--- src/rtl/ion_pkg.sv ---
`timescale 1ns/1ps
package ion_pkg;
  localparam int OPW = 12;
  // Opcodes whose behaviour is decoded (octal)
  localparam logic [OPW-1:0] OP_SKIP_OFF = 12'o6000;
  localparam logic [OPW-1:0] OP_ENA_LATE = 12'o6001;
  localparam logic [OPW-1:0] OP_DIS_NOW  = 12'o6002;

  typedef struct packed {
    logic skip_off;
    logic ena_late;
    logic dis_now;
  } iot_dec_t;
endpackage

--- src/rtl/ion_rst_sync.sv ---
`timescale 1ns/1ps
module ion_rst_sync #(
  parameter int STAGES = 2
) (
  input  logic clk,
  input  logic rst_n,
  output logic rst_n_sync
);
  logic [STAGES-1:0] chain_q;
  logic [STAGES-1:0] chain_d;

  generate
    if (STAGES == 1) begin : g_one
      assign chain_d = 1'b1;
    end else begin : g_many
      assign chain_d = {chain_q[STAGES-2:0], 1'b1};
    end
  endgenerate

  always_ff @(posedge clk or negedge rst_n) begin
    if (!rst_n) chain_q <= '0;
    else        chain_q <= chain_d;
  end

  assign rst_n_sync = chain_q[STAGES-1];
endmodule

--- src/rtl/ion_iot_decode.sv ---
`timescale 1ns/1ps
module ion_iot_decode
  import ion_pkg::*;
(
  input  logic           clk,
  input  logic           rst_n,
  input  logic           retire_i,
  input  logic [OPW-1:0] op_i,
  output iot_dec_t       dec_o
);
  // Full-width compares only; other opcodes act as ordinary instructions.
  always_comb begin
    dec_o.skip_off = retire_i && (op_i == OP_SKIP_OFF);
    dec_o.ena_late = retire_i && (op_i == OP_ENA_LATE);
    dec_o.dis_now  = retire_i && (op_i == OP_DIS_NOW);
  end

  // at most one decoded function per retire, none without retire
  a_r10_dec_onehot: assert property (@(posedge clk) disable iff (!rst_n)
    $onehot0({dec_o.skip_off, dec_o.ena_late, dec_o.dis_now}));
  a_r10_dec_needs_retire: assert property (@(posedge clk) disable iff (!rst_n)
    (!retire_i) |-> ({dec_o.skip_off, dec_o.ena_late, dec_o.dis_now} == 3'b000));
endmodule

--- src/rtl/ion_req_gate.sv ---
`timescale 1ns/1ps
module ion_req_gate
  import ion_pkg::*;
#(
  parameter int NREQ = 2
) (
  input  logic            clk,
  input  logic            rst_n,
  input  logic            retire_i,
  input  iot_dec_t        dec_i,
  input  logic            ion_i,
  input  logic [NREQ-1:0] req_i,
  output logic            skip_o,
  output logic            take_o
);
  logic any_req;
  logic kills_ion;

  assign any_req   = |req_i;
  assign kills_ion = dec_i.skip_off || dec_i.dis_now;

  always_comb begin
    skip_o = dec_i.skip_off && ion_i;
    take_o = retire_i && ion_i && any_req && !kills_ion;
  end

  // a take only happens at a boundary with the flag committed
  a_r7_take_at_boundary: assert property (@(posedge clk) disable iff (!rst_n)
    take_o |-> (retire_i && ion_i));
  // skip and take never coincide
  a_r3_skip_excludes_take: assert property (@(posedge clk) disable iff (!rst_n)
    skip_o |-> (ion_i && !take_o));
endmodule

--- src/rtl/ion_flag_reg.sv ---
`timescale 1ns/1ps
module ion_flag_reg
  import ion_pkg::*;
(
  input  logic     clk,
  input  logic     rst_n,
  input  logic     retire_i,
  input  logic     start_i,
  input  iot_dec_t dec_i,
  input  logic     take_i,
  output logic     ion_o
);
  logic ion_q, ion_d;
  logic pend_q, pend_d;
  logic upd_en;

  assign upd_en = start_i || retire_i;

  always_comb begin
    ion_d  = ion_q;
    pend_d = pend_q;
    if (start_i) begin
      ion_d  = 1'b0;
      pend_d = 1'b0;
    end else if (retire_i) begin
      if (dec_i.skip_off || dec_i.dis_now || take_i) begin
        ion_d  = 1'b0;
        pend_d = 1'b0;
      end else begin
        ion_d  = ion_q || pend_q;
        pend_d = dec_i.ena_late;
      end
    end
  end

  always_ff @(posedge clk or negedge rst_n) begin
    if (!rst_n) begin
      ion_q  <= 1'b0;
      pend_q <= 1'b0;
    end else if (upd_en) begin
      ion_q  <= ion_d;
      pend_q <= pend_d;
    end
  end

  assign ion_o = ion_q;

  a_r2_enable_deferred: assert property (@(posedge clk) disable iff (!rst_n)
    (dec_i.ena_late && !pend_q && !ion_q && !start_i) |=> (!ion_q && pend_q));
  a_r4_skip_disables: assert property (@(posedge clk) disable iff (!rst_n)
    (dec_i.skip_off && !start_i) |=> (!ion_q && !pend_q));
  a_r5_dis_clears: assert property (@(posedge clk) disable iff (!rst_n)
    (dec_i.dis_now && !start_i) |=> (!ion_q && !pend_q));
  a_r6_start_clears: assert property (@(posedge clk) disable iff (!rst_n)
    start_i |=> (!ion_q && !pend_q));
  a_r8_take_clears: assert property (@(posedge clk) disable iff (!rst_n)
    take_i |=> (!ion_q && !pend_q));
  a_r9_idle_holds: assert property (@(posedge clk) disable iff (!rst_n)
    (!retire_i && !start_i) |=> ($stable(ion_q) && $stable(pend_q)));
endmodule

--- src/rtl/ion_ctrl.sv ---
`timescale 1ns/1ps
module ion_ctrl
  import ion_pkg::*;
#(
  parameter int NREQ        = 2,
  parameter int SYNC_STAGES = 2
) (
  input  logic            clk,
  input  logic            rst_n,
  input  logic            retire_i,
  input  logic [OPW-1:0]  retire_op_i,
  input  logic            start_key_i,
  input  logic [NREQ-1:0] irq_req_i,
  output logic            skip_req_o,
  output logic            ion_led_o,
  output logic            irq_take_o
);
  logic     rst_n_s;
  iot_dec_t dec;
  logic     ion;
  logic     take;
  logic     skip;

  ion_rst_sync #(.STAGES(SYNC_STAGES)) u_rst (
    .clk(clk), .rst_n(rst_n), .rst_n_sync(rst_n_s)
  );

  ion_iot_decode u_dec (
    .clk(clk), .rst_n(rst_n_s), .retire_i(retire_i),
    .op_i(retire_op_i), .dec_o(dec)
  );

  ion_req_gate #(.NREQ(NREQ)) u_gate (
    .clk(clk), .rst_n(rst_n_s), .retire_i(retire_i), .dec_i(dec),
    .ion_i(ion), .req_i(irq_req_i), .skip_o(skip), .take_o(take)
  );

  ion_flag_reg u_flag (
    .clk(clk), .rst_n(rst_n_s), .retire_i(retire_i), .start_i(start_key_i),
    .dec_i(dec), .take_i(take), .ion_o(ion)
  );

  assign skip_req_o = skip;
  assign ion_led_o  = ion;
  assign irq_take_o = take;

  // outputs quiet while the synchronised reset is held
  a_r1_reset_quiet: assert property (@(posedge clk)
    (!rst_n_s) |-> (!skip_req_o && !irq_take_o));
endmodule

--- config.mk ---
export PLATFORM = sky130hd
export DESIGN_NAME = ion_ctrl
export DESIGN_NICKNAME = d
export VERILOG_FILES = /design/src/rtl/ion_pkg.sv /design/src/rtl/ion_rst_sync.sv /design/src/rtl/ion_iot_decode.sv /design/src/rtl/ion_req_gate.sv /design/src/rtl/ion_flag_reg.sv /design/src/rtl/ion_ctrl.sv
export SDC_FILE = /design/constraint.sdc
export NUM_CORES = 1
export LEC_CHECK = 0
export BUFFER_PORTS_ARGS = -buffer_cell sky130_fd_sc_hd__buf_2
export CAP_MARGIN = 20
export CORE_AREA = 2 2 39 41
export CTS_BUF_LIST = sky130_fd_sc_hd__clkbuf_2 sky130_fd_sc_hd__clkbuf_4 sky130_fd_sc_hd__clkbuf_8
export CTS_CLUSTER_DIAMETER = 200
export DETAILED_ROUTE_END_ITERATION = 16
export DIE_AREA = 0 0 41 43
export SYNTH_ARGS = -nofsm -noshare
export SYNTH_HDL_FRONTEND = slang
export SYNTH_HIERARCHICAL = 1
export SYNTH_SLANG_ARGS = --single-unit
--- constraint.sdc ---
create_clock -name clk -period 3.2 [get_ports clk]
set_input_delay 0.32 -clock clk [delete_from_list [all_inputs] [get_ports clk]]
set_output_delay 0.32 -clock clk [all_outputs]
set_load 0.005 [all_outputs]
* After elaboration in Yosys (flattened, before gate mapping)
Cells that the tools add are included.
** Storage, ports and cells
- Logic and storage cells :: 27
- Output and inout bits :: 3
- Flip-flop bits (word level) :: 4
- Input port bits :: 18
** Operators by class
- Multiplexer cells :: 6
- Reductions and logical operators :: 15
- Equal/unequal tests :: 3
** Operators by type and width (count)
- $eq A12 B12 Y1 const B :: 3
- $logic_and A1 B1 Y1 :: 7
- $mux W1 :: 6
- $logic_or A1 B1 Y1 :: 4
- $reduce_and A2 Y1 :: 1
- $reduce_bool A2 Y1 :: 1
- $reduce_or A2 Y1 :: 1
- $logic_not A1 Y1 :: 1

* Logic depth before layout (Yosys ltp)
- Depth after elaboration :: 9
- Depth in mapped cells :: 5
- Depth with buffers taken out :: 5

* Hierarchy
The synthesis kept the hierarchy.
** By module, submodules not included
- ion_flag_reg :: cells each 8, area an instance 98.8 µm², sequential area each 50.0 µm², times used 1
- ion_iot_decode :: cells each 9, area an instance 81.3 µm², sequential area each 0.0 µm², times used 1
- ion_rst_sync :: cells each 3, area an instance 53.8 µm², sequential area each 50.0 µm², times used 1
- ion_req_gate :: cells each 4, area an instance 27.5 µm², sequential area each 0.0 µm², times used 1

* Worst setup path before layout
No wires, ideal clock.
- Path type :: in2reg
- Start point :: input port retire_op_i[1]
- End point :: register u_flag.ion_q (netlist: u_flag/ion_o)
- Cell stages on the path :: 5
- Arrival time :: 1894 ps
- Library setup time :: 87 ps
- Required time :: 3113 ps
- Slack :: 1219 ps
- Path buffers :: 0
- Cell sequence :: or4b_4 -> nor4_1 -> nor4_2 -> or3_4 -> a211oi_2
** RTL lines
- start: declaration :: RTL line ion_ctrl.sv:11 : input logic [OPW-1:0] retire_op_i,
- end signal: assignment :: RTL line ion_flag_reg.sv:41 : ion_q <= ion_d;
- end: declaration :: RTL line ion_flag_reg.sv:13 : logic ion_q, ion_d;

==> out/results.ini <==
[outcome]
outcome=completed

[timing]
finalCriticalPeriod_ns=2.101
relSlewSlack=0.6259
final.period_utilization=0.6565
fmax_mhz=476.0
setup_viol=0
hold_violations=0
slew_violations=0
final.setup_skew_ns=0.003501
rsz0062_at_grt=false
tightest_slew_ns=0.5561
finalSetupTns_ns=0

[floorplan]
initial_utilization=0.1890
die_area_um2=1763
die_w_um=41
io_pins=21
fp-row-count=14
die_h_um=43
fp.coreArea_um2=1384

[drt]
vias_per_cell=4.344
first_pass_iters=1
ant_nets=0
finalWirelength_um=603
wl_per_cell_um=9.422
route.detailed.drc=0
drt-initial-drc-count=0
num_vias=278

[clock_tree]
cts_resized=0
cts_num_sinks=4
cts_htree_levels=1
insertion_delay_ns=0.23
cts_root_buf=clkbuf_4
cts_buffers=3
cts_tree=built
path_clk_slew_ns=0.04
clock_tree.buffer_depth=2

[place]
hpwl_um=515.9
gp_congestion=0.6191
portBuffers=20

[power_and_ir_drop]
switching_share=0.2030
p_leak_nw=0.1914
power_density_nw_per_um2=318.3
max-vdd-ir-drop_v=0.0001502
power.switching_uw=26.76
p_comb_frac=0.136
p_seq_frac=0.400
intPower_uw=105.1
p_clk_frac=0.464
total_power_uw=131.8

[min_path]
holdCritPathClass=flip-flop to asynchronous set/reset pin

[logic_synthesis]
synth_fp_nets=42
synthCells=24
yosys_warnings=6
synth_cell_types=18
netlist_area_um2=261.5
ys_seq_elements=4
synth_area_per_cell_um2=10.90
ys_seq_area_frac=0.3828

[worst_setup_path]
r2r_start=u_flag/ion_o$_DFFE_PN0P_
rr_worst_depth=4
worstPathMaxFanout=3
r2r_setup_slack_ns=2.02
critical_path_arrival_ns=1.78
crit_path_start_kind=input pin
cp-end-kind=primary output
r2r-end=u_flag/ion_o$_DFFE_PN0P_
critPathKind=input pin to primary output
setup.worst_path.start=retire_op_i[1]
cp.required_ns=2.88
crit_path_end=skip_req_o

[grt]
grtUsageTotal=0.08678
grt_pass1_vias=300
grt-ovfl-total=0
grt_max_degree=8
grt_pass1_wl_mm=1.014
grt_antenna_before_repair=0

[layout]
syn2layout_area_growth_pct=58.37
n_fill_cell=156
fin_nets=68
antenna_cells=0
layout-drive-gt1-share=0.6458

[run]
cap_viol_max_count=0

## worst min-delay path by stage
stage	to	slack, ns	cells after the start
final	u_flag/ion_o$_DFFE_PN0P_	0.01	0
after detailed placement	u_flag/ion_o$_DFFE_PN0P_	0.02	0
after global placement	u_flag/ion_o$_DFFE_PN0P_	0.01	0
after global routing	u_flag/ion_o$_DFFE_PN0P_	0.03	0
after floorplan	u_flag/ion_o$_DFFE_PN0P_	0.01	0
after CTS	u_flag/ion_o$_DFFE_PN0P_	0.02	0
## metrics by stage
stage | instances | setup slack (ns) | cell area (µm²) | hold slack (ns) | util
2_1_floorplan | 24 | 1.219 | 261.5 | 0.01105 | -
3_3_place_gp | 60 | 0.9825 | 381.6 | 0.01488 | 0.2758
3_5_place_dp | 60 | 0.9170 | 381.6 | 0.02100 | 0.2758
4_1_cts | 64 | 1.068 | 414.1 | 0.02025 | 0.2993
5_1_grt | 64 | 0.9738 | 414.1 | 0.02976 | 0.2993
6_report | 64 | 1.099 | 414.1 | 0.01424 | 0.2993
## critical path, stage by stage
cell and delay, ns:
buf_2 0.10, or4b_4 0.53, nor4_1 0.50, and2_2 0.23
buf_2 0.10
## sequential cells by signal (all words and copies together), names as in the netlist
signal / count
u_flag/ion_o: 1
u_flag/pend_q: 1
u_rst/chain_q: 2
## Yosys cell counts, drive strengths merged
cell	instances	area [µm²]
and2	1	7.510
conb	1	3.750
inv	2	7.510
nand2	1	3.750
nor2	1	3.750
or3b	1	8.760
or3	1	11.26
o32ai	1	8.760
or2b	1	7.510
a211oi	1	12.51
dfrtp	4	100.1
nand3b	1	7.510
or4	1	11.26
nand4bb	1	11.26
a21oi	1	5.000
or4b	1	13.76
nor4	4	37.53
## layer usage
metal  global-route usage  wire, µm
met5                    0         0
met4              0.06000         0
met3              0.04712        52
met2               0.1563       319
met1              0.05882       231
## repair_timing
item,in CTS,in global routing
buffers inserted,0,0
hold buffers,1,0
endpoints found under the hold margin,2,0
## cell families (layout without fill, tap and decap cells)
family	Yosys count	count (layout)	synth area share
compound gates	3	3	0.1005
buf+inv	2	26	0.02872
flops	4	4	0.3828
other cells	1	1	0.01434
simple gates	14	14	0.4737
## layout make-up
type,count,area [µm²],share of cell area
clock buffers,3,22.52,0.05438
repair buffers,21,110.1,0.2659
well taps,16,20.02,0.04834
inverters,2,7.507,0.01813
multi-input cells,18,153.9,0.3716
flip-flops and latches,4,100.1,0.2417
## cells in the final DEF, fill, tap and decap left out, types with 2 or more instances in the layout
master and instances:
clkbuf_4 3, buf_2 20, nor4_2 2, nor4_1 2, inv_1 2, dfrtp_1 4
## power groups by stage
| stage | Clock [mW] | Sequential, mW | Combinational (mW) |
|---|---|---|---|
| 3_5_place_dp | 0 | 0.0534 | 0.0173 |
| 4_1_cts | 0.0648 | 0.0528 | 0.0183 |
| 5_1_grt | 0.0691 | 0.0529 | 0.0204 |
| 6_report | 0.0611 | 0.0527 | 0.0180 |
| 2_1_floorplan | 0 | 0.0533 | 0.00463 |
| 3_3_place_gp | 0 | 0.0533 | 0.0167 |
Note: power is estimated with default switching activity, not from simulation.
